==> src/rtl/mcpu16_pkg.sv <==
package mcpu16_pkg;

  localparam int OPC_W = 4;

  localparam logic [OPC_W-1:0] OPC_LOAD  = 4'b0001;
  localparam logic [OPC_W-1:0] OPC_STORE = 4'b0010;
  localparam logic [OPC_W-1:0] OPC_ADD   = 4'b0011;
  localparam logic [OPC_W-1:0] OPC_SUB   = 4'b0100;

  typedef enum logic [2:0] {
    ST_FETCH,
    ST_FWAIT,
    ST_INCPC,
    ST_DECODE,
    ST_OPADDR,
    ST_OPWAIT,
    ST_EXEC,
    ST_WB
  } state_t;

  typedef enum logic [1:0] {
    ALU_PASS,
    ALU_ADD,
    ALU_SUB
  } alu_op_t;

endpackage

==> src/rtl/mcpu16_alu.sv <==
module mcpu16_alu
  import mcpu16_pkg::*;
#(
  parameter int DATA_W = 16
) (
  input  logic              clk,
  input  logic              rst_n,
  input  logic              lat_load,
  input  logic [DATA_W-1:0] a_in,
  input  logic [DATA_W-1:0] b_in,
  input  logic              alu_load,
  input  alu_op_t           op,
  output logic [DATA_W-1:0] out_q
);

  logic [DATA_W-1:0] in_a_q;
  logic [DATA_W-1:0] in_b_q;
  logic [DATA_W-1:0] result;

  always_ff @(posedge clk or negedge rst_n) begin
    if (!rst_n) begin
      in_a_q <= '0;
      in_b_q <= '0;
    end else if (lat_load) begin
      in_a_q <= a_in;
      in_b_q <= b_in;
    end
  end

  always_comb begin
    case (op)
      ALU_ADD: result = in_a_q + in_b_q;
      ALU_SUB: result = in_a_q - in_b_q;
      default: result = in_b_q;
    endcase
  end

  always_ff @(posedge clk or negedge rst_n) begin
    if (!rst_n) out_q <= '0;
    else if (alu_load) out_q <= result;
  end

endmodule

==> src/rtl/mcpu16_regfile.sv <==
module mcpu16_regfile #(
  parameter int NREG   = 4,
  parameter int DATA_W = 16,
  parameter int SEL_W  = $clog2(NREG)
) (
  input  logic              clk,
  input  logic              rst_n,
  input  logic              we,
  input  logic [SEL_W-1:0]  wsel,
  input  logic [DATA_W-1:0] wdata,
  input  logic [SEL_W-1:0]  rsel,
  output logic [DATA_W-1:0] rdata
);

  logic [DATA_W-1:0] regs_q [NREG];

  for (genvar g = 0; g < NREG; g++) begin : g_reg
    always_ff @(posedge clk or negedge rst_n) begin
      if (!rst_n) regs_q[g] <= '0;
      else if (we && (wsel == SEL_W'(g))) regs_q[g] <= wdata;
    end
  end

  assign rdata = regs_q[rsel];

endmodule

==> src/rtl/mcpu16_ctrl.sv <==
module mcpu16_ctrl
  import mcpu16_pkg::*;
(
  input  logic             clk,
  input  logic             rst_n,
  input  logic [OPC_W-1:0] opcode,
  output logic             ir_load,
  output logic             pc_inc,
  output logic             lat_load,
  output logic             alu_load,
  output logic             rf_we,
  output logic             mem_we,
  output logic             use_op_addr,
  output logic             retire,
  output alu_op_t          alu_op
);

  state_t state_q;
  state_t state_d;
  logic   is_rd;
  logic   is_st;

  always_comb begin
    is_rd = (opcode == OPC_LOAD) || (opcode == OPC_ADD) || (opcode == OPC_SUB);
    is_st = (opcode == OPC_STORE);
    case (opcode)
      OPC_ADD: alu_op = ALU_ADD;
      OPC_SUB: alu_op = ALU_SUB;
      default: alu_op = ALU_PASS;
    endcase
  end

  always_comb begin
    case (state_q)
      ST_FETCH:  state_d = ST_FWAIT;
      ST_FWAIT:  state_d = ST_INCPC;
      ST_INCPC:  state_d = ST_DECODE;
      ST_DECODE: state_d = is_rd ? ST_OPADDR : ST_WB;
      ST_OPADDR: state_d = ST_OPWAIT;
      ST_OPWAIT: state_d = ST_EXEC;
      ST_EXEC:   state_d = ST_WB;
      default:   state_d = ST_FETCH;
    endcase
  end

  always_ff @(posedge clk or negedge rst_n) begin
    if (!rst_n) state_q <= ST_FETCH;
    else state_q <= state_d;
  end

  always_comb begin
    ir_load     = (state_q == ST_FWAIT);
    pc_inc      = (state_q == ST_INCPC);
    lat_load    = (state_q == ST_OPWAIT);
    alu_load    = (state_q == ST_EXEC);
    retire      = (state_q == ST_WB);
    rf_we       = retire && is_rd;
    mem_we      = retire && is_st;
    use_op_addr = (state_q == ST_OPADDR) || (state_q == ST_OPWAIT) ||
                  (state_q == ST_EXEC) || (state_q == ST_WB);
  end

endmodule

==> src/rtl/mcpu16_core.sv <==
module mcpu16_core
  import mcpu16_pkg::*;
#(
  parameter int              ADDR_W     = 10,
  parameter int              DATA_W     = 16,
  parameter int              NREG       = 4,
  parameter logic [ADDR_W-1:0] START_ADDR = '0
) (
  input  logic              clk,
  input  logic              rst_n,
  output logic [ADDR_W-1:0] mem_addr,
  output logic [DATA_W-1:0] mem_wdata,
  output logic              mem_we,
  input  logic [DATA_W-1:0] mem_rdata,
  output logic              retire
);

  localparam int SEL_W = $clog2(NREG);

  logic [ADDR_W-1:0] pc_q;
  logic [DATA_W-1:0] ir_q;
  logic [OPC_W-1:0]  ir_opc;
  logic [SEL_W-1:0]  ir_sel;
  logic [ADDR_W-1:0] ir_adr;

  logic    ir_load;
  logic    pc_inc;
  logic    lat_load;
  logic    alu_load;
  logic    rf_we;
  logic    use_op_addr;
  alu_op_t alu_op;

  logic [DATA_W-1:0] rf_rdata;
  logic [DATA_W-1:0] alu_out;

  assign ir_opc = ir_q[DATA_W-1 -: OPC_W];
  assign ir_sel = ir_q[ADDR_W +: SEL_W];
  assign ir_adr = ir_q[ADDR_W-1:0];

  always_ff @(posedge clk or negedge rst_n) begin
    if (!rst_n) pc_q <= START_ADDR;
    else if (pc_inc) pc_q <= pc_q + 1'b1;
  end

  always_ff @(posedge clk or negedge rst_n) begin
    if (!rst_n) ir_q <= '0;
    else if (ir_load) ir_q <= mem_rdata;
  end

  mcpu16_ctrl u_ctrl (
    .clk         (clk),
    .rst_n       (rst_n),
    .opcode      (ir_opc),
    .ir_load     (ir_load),
    .pc_inc      (pc_inc),
    .lat_load    (lat_load),
    .alu_load    (alu_load),
    .rf_we       (rf_we),
    .mem_we      (mem_we),
    .use_op_addr (use_op_addr),
    .retire      (retire),
    .alu_op      (alu_op)
  );

  mcpu16_regfile #(
    .NREG   (NREG),
    .DATA_W (DATA_W),
    .SEL_W  (SEL_W)
  ) u_rf (
    .clk   (clk),
    .rst_n (rst_n),
    .we    (rf_we),
    .wsel  (ir_sel),
    .wdata (alu_out),
    .rsel  (ir_sel),
    .rdata (rf_rdata)
  );

  mcpu16_alu #(
    .DATA_W (DATA_W)
  ) u_alu (
    .clk      (clk),
    .rst_n    (rst_n),
    .lat_load (lat_load),
    .a_in     (rf_rdata),
    .b_in     (mem_rdata),
    .alu_load (alu_load),
    .op       (alu_op),
    .out_q    (alu_out)
  );

  assign mem_addr  = use_op_addr ? ir_adr : pc_q;
  assign mem_wdata = rf_rdata;

endmodule

==> config.mk <==
export PLATFORM = sky130hd
export DESIGN_NAME = mcpu16_core
export DESIGN_NICKNAME = d
export VERILOG_FILES = /design/src/rtl/mcpu16_pkg.sv /design/src/rtl/mcpu16_alu.sv /design/src/rtl/mcpu16_regfile.sv /design/src/rtl/mcpu16_ctrl.sv /design/src/rtl/mcpu16_core.sv
export SDC_FILE = /design/constraint.sdc
export NUM_CORES = 1
export LEC_CHECK = 0
export ABC_AREA = 1
export BUFFER_PORTS_ARGS = -buffer_cell sky130_fd_sc_hd__clkbuf_2
export CORE_AREA = 2 2 131 133
export CTS_CLUSTER_SIZE = 24
export DETAILED_ROUTE_END_ITERATION = 12
export DIE_AREA = 0 0 133 135
export GPL_TIMING_DRIVEN = 0
export SYNTH_ARGS = -nofsm -noshare
export SYNTH_HDL_FRONTEND = slang
export SYNTH_SLANG_ARGS = --single-unit
export TNS_END_PERCENT = 10
==> constraint.sdc <==
create_clock -name clk -period 2.55 [get_ports clk]
set_input_delay 0.255 -clock clk [delete_from_list [all_inputs] [get_ports clk]]
set_output_delay 0.255 -clock clk [all_outputs]
set_load 0.01 [all_outputs]
==> impl_metrics.tcl <==
set metrics [dict create \
    status "complete, but fails checks" \
    violations "setup timing" \
    synth_warnings 0 \
    area.growth.synth_to_final_pct 25.6 \
    final_common_cell "nand2_1" \
    yosys-top-cells-area "dfrtp_1 (48%), nand2_1 (14%), inv_1 (6.0%), o21ai_0 (4.8%), o21ai_1 (3.4%)" \
    grt_pass1_vias 6166 \
    hold_end "ir_q[0]$_DFFE_PN0P_" \
    postLayoutCoreUtil_pct 56.2 \
    routedWlPerCell_um 16.0 \
    wl_um 19600 \
    synth_cells 906 \
    vias 6234 \
    layout_common_cells "nand2_1 (244), dfrtp_1 (140), inv_1 (105)" \
    cp-end-kind "flip-flop" \
    worst_slew_pin_slew_ps 652 \
    h-tree-depth 4 \
    drc 0 \
    place.gp.congestion 0.918 \
    grt_util_all_layers_pct 22.9 \
    cts_root_buffer "clkbuf_16" \
    slew_viol_final 0 \
    rr_startpoint "u_alu.in_b_q[1]$_DFFE_PN0P_" \
    synth-compound-area-share_pct 15.8 \
    min_from "mem_rdata[0]" \
    r2r-end "u_alu.out_q[15]$_DFFE_PN0N_" \
    ys_ff_latch 141 \
    min_path_type "input pin to flip-flop" \
    hold_depth 3 \
    clockBufferDepth 2 \
    synth_fa_ha_area_share_pct 3.34 \
    synth_flop_cell "dfrtp_1" \
    grt_pass1_wl_um 31900 \
    synth_edf_count 0 \
    syn_area_per_cell_um2 8.10 \
    peakVddDrop_v 0.000768 \
    power_mw 13.8 \
    cts_tree "yes" \
    initial_core_util_pct 44.7 \
    ys_seq_area_share_pct 48.1 \
    critPathMaxFanout 4 \
    hold_viol_final 0 \
    synth_top_family_by_area "simple AND/OR/NAND/NOR gates" \
    postRouteAntennaNets 0 \
    rsz0062_at_grt "true" \
    ff2ff_setup_slack_ps -160 \
    synthXorXnorAreaFrac_pct 3.10 \
    dpl-instance-area_um2 7870 \
    critical_path.startpoint_type "flip-flop" \
    synth_cell_types 39 \
    hpwlAfterDp_um 13900 \
    yosys.area.top_type_share_pct 48.1 \
    nNetsFinal 1030 \
    synth.area.mux_share_pct 0 \
    cts-buffers-inserted 17 \
    max_freq_mhz 369 \
    gr-total-overflow 0 \
    dieArea_um2 18000 \
    clk_latency_ps 430 \
    synth_nets 943 \
    cts_num_sinks 141 \
    antenna_found_initial 0 \
    dieHeight_um 135 \
    p_leak_nw 4.45 \
    pre_cts_ws_ps -540 \
    ys_async_sr_fraction_pct 100 \
    worstPathRequired_ps 2870 \
    layout-drive-gt1-share_pct 25.4 \
    critical_path_class "flip-flop to flip-flop" \
    ioPinCount 46 \
    worst_slack_ps -157 \
    fin_area_um2 9210 \
    fillers 1498 \
    synth_area_um2 7330 \
    clkSlewWorstSetupHoldPaths_ps 60 \
    viasPerCell 5.08 \
    drv_cap 0 \
    rr_worst_depth 20 \
    hold-worst-slack_ps 86.8 \
    die_w_um 133 \
    diodes 0 \
    yosysTopAreaCell "dfrtp_1" \
    fp.coreArea_um2 16400 \
    timing.slew.headroom_pct 56.5 \
    synthSimpleGateAreaFrac_pct 20.7 \
    dr.pass1.iters 5 \
    drt-initial-drc-count 413 \
    skew_ps 6.65 \
    placementRows 47 \
    power_density_nw_per_um2 1490 \
    arrival_ps 3030 \
    fin_crit_sh_pct 106 \
    port_buffers 45 \
    min_period_ps 2710 \
    grt_max_degree 96 \
    setup_viol 6 \
]
cell families (layout without fill, tap and decap cells):
family,count (synthesis),in the layout
adder cells (fa/ha/maj),19,19
AO/OA/AOI/OAI,203,203
flip-flops,141,141
AND/OR/NAND/NOR,358,358
XOR/XNOR,26,26
buffers and inverters,159,259
flip-flops by register name (all words and copies together), names as in the netlist:
signal and flops:
u_alu.in_b_q 16, ir_q 16, u_ctrl.state_q 3, u_alu.out_q 16
pc_q 10, u_alu.in_a_q 16, u_rf.regs_q 64
layout make-up:
cell class,count,area [um^2],area share (%)
plain buffers,35,196,2.13
well taps,220,275,2.99
clock buffers,18,439,4.77
multi-input cells,606,3680,40.0
inverters,124,480,5.21
clock inverters,14,176,1.91
flip-flops and latches,141,3530,38.3
repair buffers,68,433,4.70
layer usage:
metal	track usage, %	vias up	part of all wire [%]
met3	4.69	18	4.0
met1	30.5	2984	47
met2	37.3	140	48
met4	8.06	0	1.4
met5	0	-	0
li1	-	3092	-
where the power goes:
group / switching [mW] / internal, mW
registers: 0.704 / 3.15
logic: 4.45 / 2.84
clock network: 1.10 / 1.51
worst max-delay path, cell delays in order (launching register included):
cell	delay, ps
dfrtp_1	400
inv_2	80
ha_4	130
inv_2	40
nor2_4	100
inv_4	60
nor2_4	170
nand3_2	110
nand2_2	90
xor2_1	180
inv_1	110
ha_4	330
nand2_4	60
inv_4	80
nand2_4	60
nor3_4	180
a21oi_2	80
nand2_1	90
nand3_2	90
nand2_2	90
nand2_1	50
Yosys cell counts (5+ instances only):
library cell / n
a22oi_1: 17
xor2_1: 23
buf_2: 18
o21ai_2: 6
ha_1: 18
nand3_1: 27
nor2_1: 32
inv_1: 118
o21ai_1: 50
nand4_1: 5
clkbuf_1: 10
a21oi_1: 30
o21ai_0: 71
dfrtp_1: 141
nor2_4: 5
nand2_1: 271
o211ai_1: 21
how the worst max path moves through the flow:
stage	to	startpoint	slack, ps	depth (start not counted)
final	u_alu.out_q[15]$_DFFE_PN0N_	u_alu.in_b_q[1]$_DFFE_PN0P_	-160	20
after global routing	u_alu.out_q[15]$_DFFE_PN0N_	u_alu.in_b_q[1]$_DFFE_PN0P_	-340	22
after CTS	u_alu.out_q[15]$_DFFE_PN0N_	u_alu.in_b_q[0]$_DFFE_PN0P_	-120	20
after detailed placement	u_alu.out_q[15]$_DFFE_PN0N_	ir_q[15]$_DFFE_PN0P_	-540	19
after global placement	u_alu.in_a_q[14]$_DFFE_PN0P_	rst_n	-1220	1
after floorplan	u_alu.out_q[11]$_DFFE_PN0N_	ir_q[12]$_DFFE_PN0P_	-10	20
metrics by stage:
stage / instances / TNS, ps
global placement: 1171 / -174170
detailed placement: 1172 / -4040
global route: 1226 / -2270
floorplan: 906 / -9.63
finish: 1226 / -572
CTS: 1221 / -448
what timing repair did:
item,in CTS,in global routing
gates resized for setup,72,64
setup endpoints to repair,12,12
pin swaps,31,34
hold endpoints to repair,46,0
hold buffers,1,0
buffers inserted,16,5
(Power assumes the default switching activity.)
